===== config.mk =====
export PLATFORM = sky130hd
export DESIGN_NAME = fp_mode_ctl
export DESIGN_NICKNAME = d
export VERILOG_FILES = /design/src/rtl/fp_mode_ctl.sv
export SDC_FILE = /design/constraint.sdc
export NUM_CORES = 1
export LEC_CHECK = 0
export BUFFER_PORTS_ARGS = -buffer_cell sky130_fd_sc_hd__clkbuf_2
export CAP_MARGIN = 20
export CORE_MARGIN = 2
export CORE_UTILIZATION = 35
export DETAILED_ROUTE_END_ITERATION = 8
export PLACE_DENSITY = 0.8
export SYNTH_ARGS = -nofsm -noshare
export SYNTH_HDL_FRONTEND = slang
export SYNTH_SLANG_ARGS = --single-unit

===== constraint.sdc =====
create_clock -name clk -period 0.98 [get_ports clk]
set_input_delay 0.049 -clock clk [delete_from_list [all_inputs] [get_ports clk]]
set_output_delay 0.049 -clock clk [all_outputs]
set_load 0.02 [all_outputs]

===== src/rtl/fp_mode_ctl.sv =====
module fp_mode_ctl #(
  parameter int CLASS_W = 2,
  parameter logic [(4<<CLASS_W)-1:0] PAIR_OK = 16'h053F
) (
  input  logic               clk,
  input  logic               rst_n,
  input  logic [1:0]         csr_op,
  input  logic [31:0]        csr_wdata,
  output logic [31:0]        csr_rdata,
  input  logic               flag_valid,
  input  logic [4:0]         flag_in,
  input  logic               issue_valid,
  input  logic [2:0]         issue_rm,
  input  logic [CLASS_W-1:0] issue_class,
  output logic [2:0]         rm_out,
  output logic [1:0]         acc_out,
  output logic               trap_req
);
  localparam int NCLASS = 1 << CLASS_W;
  localparam int PAIRS  = 4 * NCLASS;
  localparam logic [1:0] OP_NONE = 2'b00, OP_WR = 2'b01, OP_SET = 2'b10, OP_CLR = 2'b11;

  function automatic logic [PAIRS-1:0] ieee_always();
    logic [PAIRS-1:0] m;
    m = '0;
    for (int c = 0; c < NCLASS; c++) m[c*4] = 1'b1;
    return m;
  endfunction

  localparam logic [PAIRS-1:0] PAIR_EFF = PAIR_OK | ieee_always();

  logic [9:0] state_q, state_d, csr_new;
  wire  [4:0] flags_q = state_q[4:0];
  wire  [2:0] frm_q   = state_q[7:5];
  wire  [1:0] fam_q   = state_q[9:8];
  wire        unused_hi = ^csr_wdata[31:10];

  always_comb begin
    unique case (csr_op)
      OP_WR:   csr_new = csr_wdata[9:0];
      OP_SET:  csr_new = state_q | csr_wdata[9:0];
      OP_CLR:  csr_new = state_q & ~csr_wdata[9:0];
      default: csr_new = state_q;
    endcase
  end

  assign state_d = (csr_op != OP_NONE) ? csr_new
                 : {fam_q, frm_q, flags_q | (flag_valid ? flag_in : 5'd0)};

  always_ff @(posedge clk or negedge rst_n)
    if (!rst_n) state_q <= '0;
    else        state_q <= state_d;

  assign csr_rdata = {22'd0, state_q};

  wire dyn_sel    = (issue_rm == 3'b111);
  wire static_bad = (issue_rm == 3'b101) || (issue_rm == 3'b110);
  wire dyn_bad    = dyn_sel && (frm_q > 3'b100);
  wire pair_bad   = !PAIR_EFF[{issue_class, fam_q}];

  assign rm_out   = dyn_sel ? frm_q : issue_rm;
  assign acc_out  = fam_q;
  assign trap_req = issue_valid && (static_bad || dyn_bad || pair_bad);

  assert_write_lands_R3: assert property (@(posedge clk) disable iff (!rst_n)
    (csr_op == OP_WR) |=> (csr_rdata == {22'd0, $past(csr_wdata[9:0])}));

  assert_flags_sticky_R4: assert property (@(posedge clk) disable iff (!rst_n)
    (csr_op == OP_NONE) |=> ((csr_rdata[4:0] & $past(csr_rdata[4:0])) == $past(csr_rdata[4:0])));

  assert_static_reserved_R8: assert property (@(posedge clk) disable iff (!rst_n)
    (issue_valid && (issue_rm == 3'b101 || issue_rm == 3'b110)) |-> trap_req);

  assert_ieee_clean_R10: assert property (@(posedge clk) disable iff (!rst_n)
    (issue_valid && acc_out == 2'b00 && issue_rm <= 3'b100) |-> !trap_req);

  assert_idle_no_trap_R11: assert property (@(posedge clk) disable iff (!rst_n)
    !issue_valid |-> !trap_req);

  assert_issue_no_state_R11: assert property (@(posedge clk) disable iff (!rst_n)
    (csr_op == OP_NONE && !flag_valid) |=> $stable(csr_rdata));
endmodule


-- Word level (Yosys, flattened, before mapping)
Memories as Yosys holds them, arrays and structs flattened.
Index checks and enable logic that the tools add are counted.
- register bits: 10
- memory bits (read-only): 16
- bits of input ports: 48
- logic and storage cells: 30
- memories: 1
- memory list (memory ; depth ; bits a word ; rd ports ; clocked after memory_dff ; write ports ; line ; RTL):
    (name not given) ; 16 ; 1 ; 1 ; 0 ; 0 ; 59 ; wire pair_bad = !PAIR_EFF[{issue_class, fam_q}];
- order comparisons: 2
- equality and inequality tests: 7
- muxes and demuxes: 5
- bitwise logic cells: 4
- reduce and logical (&&, ||, !) cells: 9
- operators with widths (cell ; number):
    one-hot mux 10 bit (3 select lines) ; 1
    AND 10 bit ; 1
    2-to-1 mux 5 bit ; 2
    inverter 10 bit ; 1
    bitwise OR 10 bit ; 1
    == test 3 bit, second input constant ; 3
    less-than comparator 4 x 5 -> 1 bit, second input constant ; 1
    bitwise OR 5 bit ; 1
    == test 2 bit, second input constant ; 2
    != test 4 x 1 -> 1 bit, second input constant ; 1
    greater-than comparator 3 bit, second input constant ; 1
    logical OR 1 bit ; 3
    2-to-1 mux 3 bit ; 1
    nonzero test 3 bit ; 1
    == test 2 x 1 -> 1 bit, second input constant ; 1
    logical AND 1 bit ; 2
    AND reduction 2 bit ; 1
    nonzero test 2 bit ; 1
    logical NOT 1 bit ; 1
    2-to-1 mux 1 bit ; 1

-- Longest topological paths before layout
- word-level depth: 5
- depth in mapped cells: 5

-- Worst setup path after synthesis
Ideal clock, no wire load.
- path kind: reg2out
- start: register state_q[5]
- end: output trap_req
- arrival: 0.990 ns
- setup slack: -0.059 ns
- stages on the path, launching flop included: 4
- cells stage by stage: dfrtp_1 o21ai_0 a31oi_1 o21a_1
- word-level cells in the longest chain between the ends: 5
- ends and longest elaborated chain (element ; line ; RTL):
    start, declared ; 32 ; logic [9:0] state_q, state_d, csr_new;
    start signal, assigned ; 52 ; else state_q <= state_d;
    greater-than comparator 3 bit ; 58 ; wire dyn_bad = dyn_sel && (frm_q > 3'b100);
    logical AND 1 bit ; 58 ;
    logical OR 1 bit (2 in a row) ; 63 ; assign trap_req = issue_valid && (static_bad || dyn_bad || pair_bad);
    logical AND 1 bit ; 63 ;
    end, declared ; 17 ; output logic trap_req
No other way between the ends.

-- Final worst setup path
- start: register state_q[6]
- end: output trap_req
The elaborated chain is that of the path after synthesis.

==> flow_summary_export.csv <==
group,metric,value,unit
synthesis,synth-main-ff-cell,"dfrtp_1",
worst_setup_path,crit_arrival,1.30,ns
detailed_routing,drc,0,
sta,setup_viol,8,
sta,slew_viol_final,0,
layout,top_register,"state_q",
grt,antenna_found_initial,0,
placement,dp_hpwl,1646,um
worst_setup_path,start_kind,"flip-flop",
worst_setup_path,cp.required,0.93,ns
layout,largestRegisters,"state_q x10",
clocking,numCtsBuffers,3,
power_and_ir_drop,ir_drop,0.7798,mV
layout,final_nets,203,
layout,fin_area,1267,um^2
die,die_h,52.69,um
sta,fmax,0.7408,GHz
sta,post-route-period-util,137.7,%
detailed_routing,vias,792,
synthesis,synth_edf_count,0,
sta,setup_tns,-1.422,ns
detailed_routing,wl,2252,um
detailed_routing,wl_per_cell,12.65,um
synthesis,yosys_warnings,0,
die,die_w,52.69,um
outcome,status,"finished with violations",
die,initial_utilization,37.14,%
detailed_routing,first_pass_iters,4,
clocking,clockBufferDepth,2,
die,core-area,2233,um^2
synthesis,yosysUniqueCellTypes,20,
worst_setup_path,rrSetupSlack,-0.04,ns
layout,fin_cells,178,
worst_setup_path,path_max_fanout,2,
clocking,h-tree-depth,1,
clocking,clock-sinks,10,
grt,overflow,0,
detailed_routing,ant_nets,0,
synthesis,netlist_instances,92,
layout,largest_reg_flops,10,
sta,hold_ws,0.06921,ns
die,dieArea,2776,um^2
worst_setup_path,crit_type,"reg -> out",
placement,numPortBuffers,41,
synthesis,avgSynthCellArea,9.017,um^2
synthesis,synth_seq_area_share,30.17,%
power_and_ir_drop,power.density,1391,nW/um^2
min_path,hold_class,"in -> reg",
placement,gp_congestion,0.6988,
sta,rsz0062_at_grt,"true",
layout,area_growth,52.79,%
flow_run,cap_violations,0,
synthesis,synth-async-reset-ratio,100.0,%
clocking,path_clk_slew,0.07,ns
placement,place_area,1069,um^2
power_and_ir_drop,power_leakage,0.6609,nW
clocking,tritoncts,"built",
grt,grt_usage,14.97,%
die,io_pins,86,
layout,drive_gt1_share,44.00,%
outcome,violations,"setup timing",
layout,antennaDiodeCount,0,
layout,post-route-util,56.75,%
layout,mostFrequentLayoutCells,"clkbuf_2 (30), conb_1 (22), a21oi_1 (13), buf_4 (10)",
placement,dp_slack,-0.09989,ns
synthesis,ys_ff_latch,10,
sta,fin_crit,1.350,ns
detailed_routing,drt_iter0_drc,4,
grt,grt_pass1_vias,768,
clocking,cts_root_buf,"clkbuf_4",
worst_setup_path,crit_path_end_kind,"output port",
power_and_ir_drop,power,1.763,mW
sta,skew,0,ns
sta,worst_slack,-0.3698,ns
synthesis,synth_area,829.5,um^2
detailed_routing,vias_per_cell,4.449,
sta,hold_viol,0,
grt,grt_pass1_wl,3036,um
clocking,insertion_delay,0.26,ns
layout,final_common_cell,"clkbuf_2",
grt,grt_max_degree,11,
placement,dpl.cell_count,169,
die,rows,17,
report_power, final:
group | internal [mW] | switching, mW | leakage [nW]
clock | 0.225 | 0.157 | 0.0210
combinational | 0.408 | 0.433 | 0.525
sequential | 0.482 | 0.0572 | 0.114
cell usage after synthesis, drive strengths merged, types with 2 or more instances:
| master | instances | share of area (%) |
|---|---|---|
| nand2 | 3 | 1.4 |
| nor2 | 2 | 0.91 |
| a21oi | 14 | 8.4 |
| ha | 4 | 6.0 |
| xor2 | 5 | 5.3 |
| o22ai | 5 | 3.8 |
| o21ai | 2 | 1.2 |
| buf | 26 | 24 |
| mux2i | 5 | 6.0 |
| o21a | 4 | 3.6 |
| xnor2 | 4 | 4.2 |
| inv | 3 | 1.4 |
| dfrtp | 10 | 30 |
final cells by class:
type,instances,area [um^2]
fillers,197,965.9
repair buffers,59,470.5
multi-input cells,74,461.7
flip-flops and latches,10,252.7
clock buffers,4,36.28
well taps,28,35.03
inverters,3,11.26
timing repair:
item / CTS / global route
buffers inserted: 2 / 2
gates resized for setup: 20 / 16
hold buffers: 2 / 0
pin swaps: 4 / 2
endpoints found under the setup margin: 10 / 12
endpoints found under the hold margin: 11 / 0
critical path, cell delays in order, from the launching register on:
cell      delay (ns)
dfrtp_1         0.40
o21ai_2         0.15
a31oi_1         0.13
o21a_1          0.21
clkbuf_8        0.15
path summary, 6_finish.rpt:
kind / from / to / depth (start not counted)
min: csr_wdata[7] / state_q[7]$_DFFE_PN0P_ / 3
max in group asynchronous: rst_n / state_q[5]$_DFFE_PN0P_ / 2
max: state_q[6]$_DFFE_PN0P_ / trap_req / 4
min in group asynchronous: rst_n / state_q[9]$_DFFE_PN0P_ / 2
max reg2reg: state_q[7]$_DFFE_PN0P_ / state_q[7]$_DFFE_PN0P_ / 5
min reg2reg: state_q[1]$_DFFE_PN0P_ / state_q[1]$_DFFE_PN0P_ / 2
routing by layer:
| layer | GRT usage (%) | vias up | wire (um) |
|---|---|---|---|
| met3 | 3.429 | 0 | 168 |
| met4 | 5.983 | 0 | 0 |
| met1 | 13.00 | 367 | 770 |
| li1 | - | 384 | - |
| met2 | 31.46 | 41 | 1313 |
| met5 | 0 | - | 0 |
cells by family (layout without fill, tap and decap cells):
group	Yosys count	in the layout	share of synthesized area, %
buffers and inverters	29	66	24.89
AO/OA/AOI/OAI	28	28	19.91
flip-flops	10	10	30.17
XOR/XNOR	9	9	9.502
AND/OR/NAND/NOR	6	6	3.017
multiplexers	5	5	6.033
adder cells (fa/ha/maj)	4	4	6.033
other	1	22	0.4521
Power figures use the tool's default switching activity.
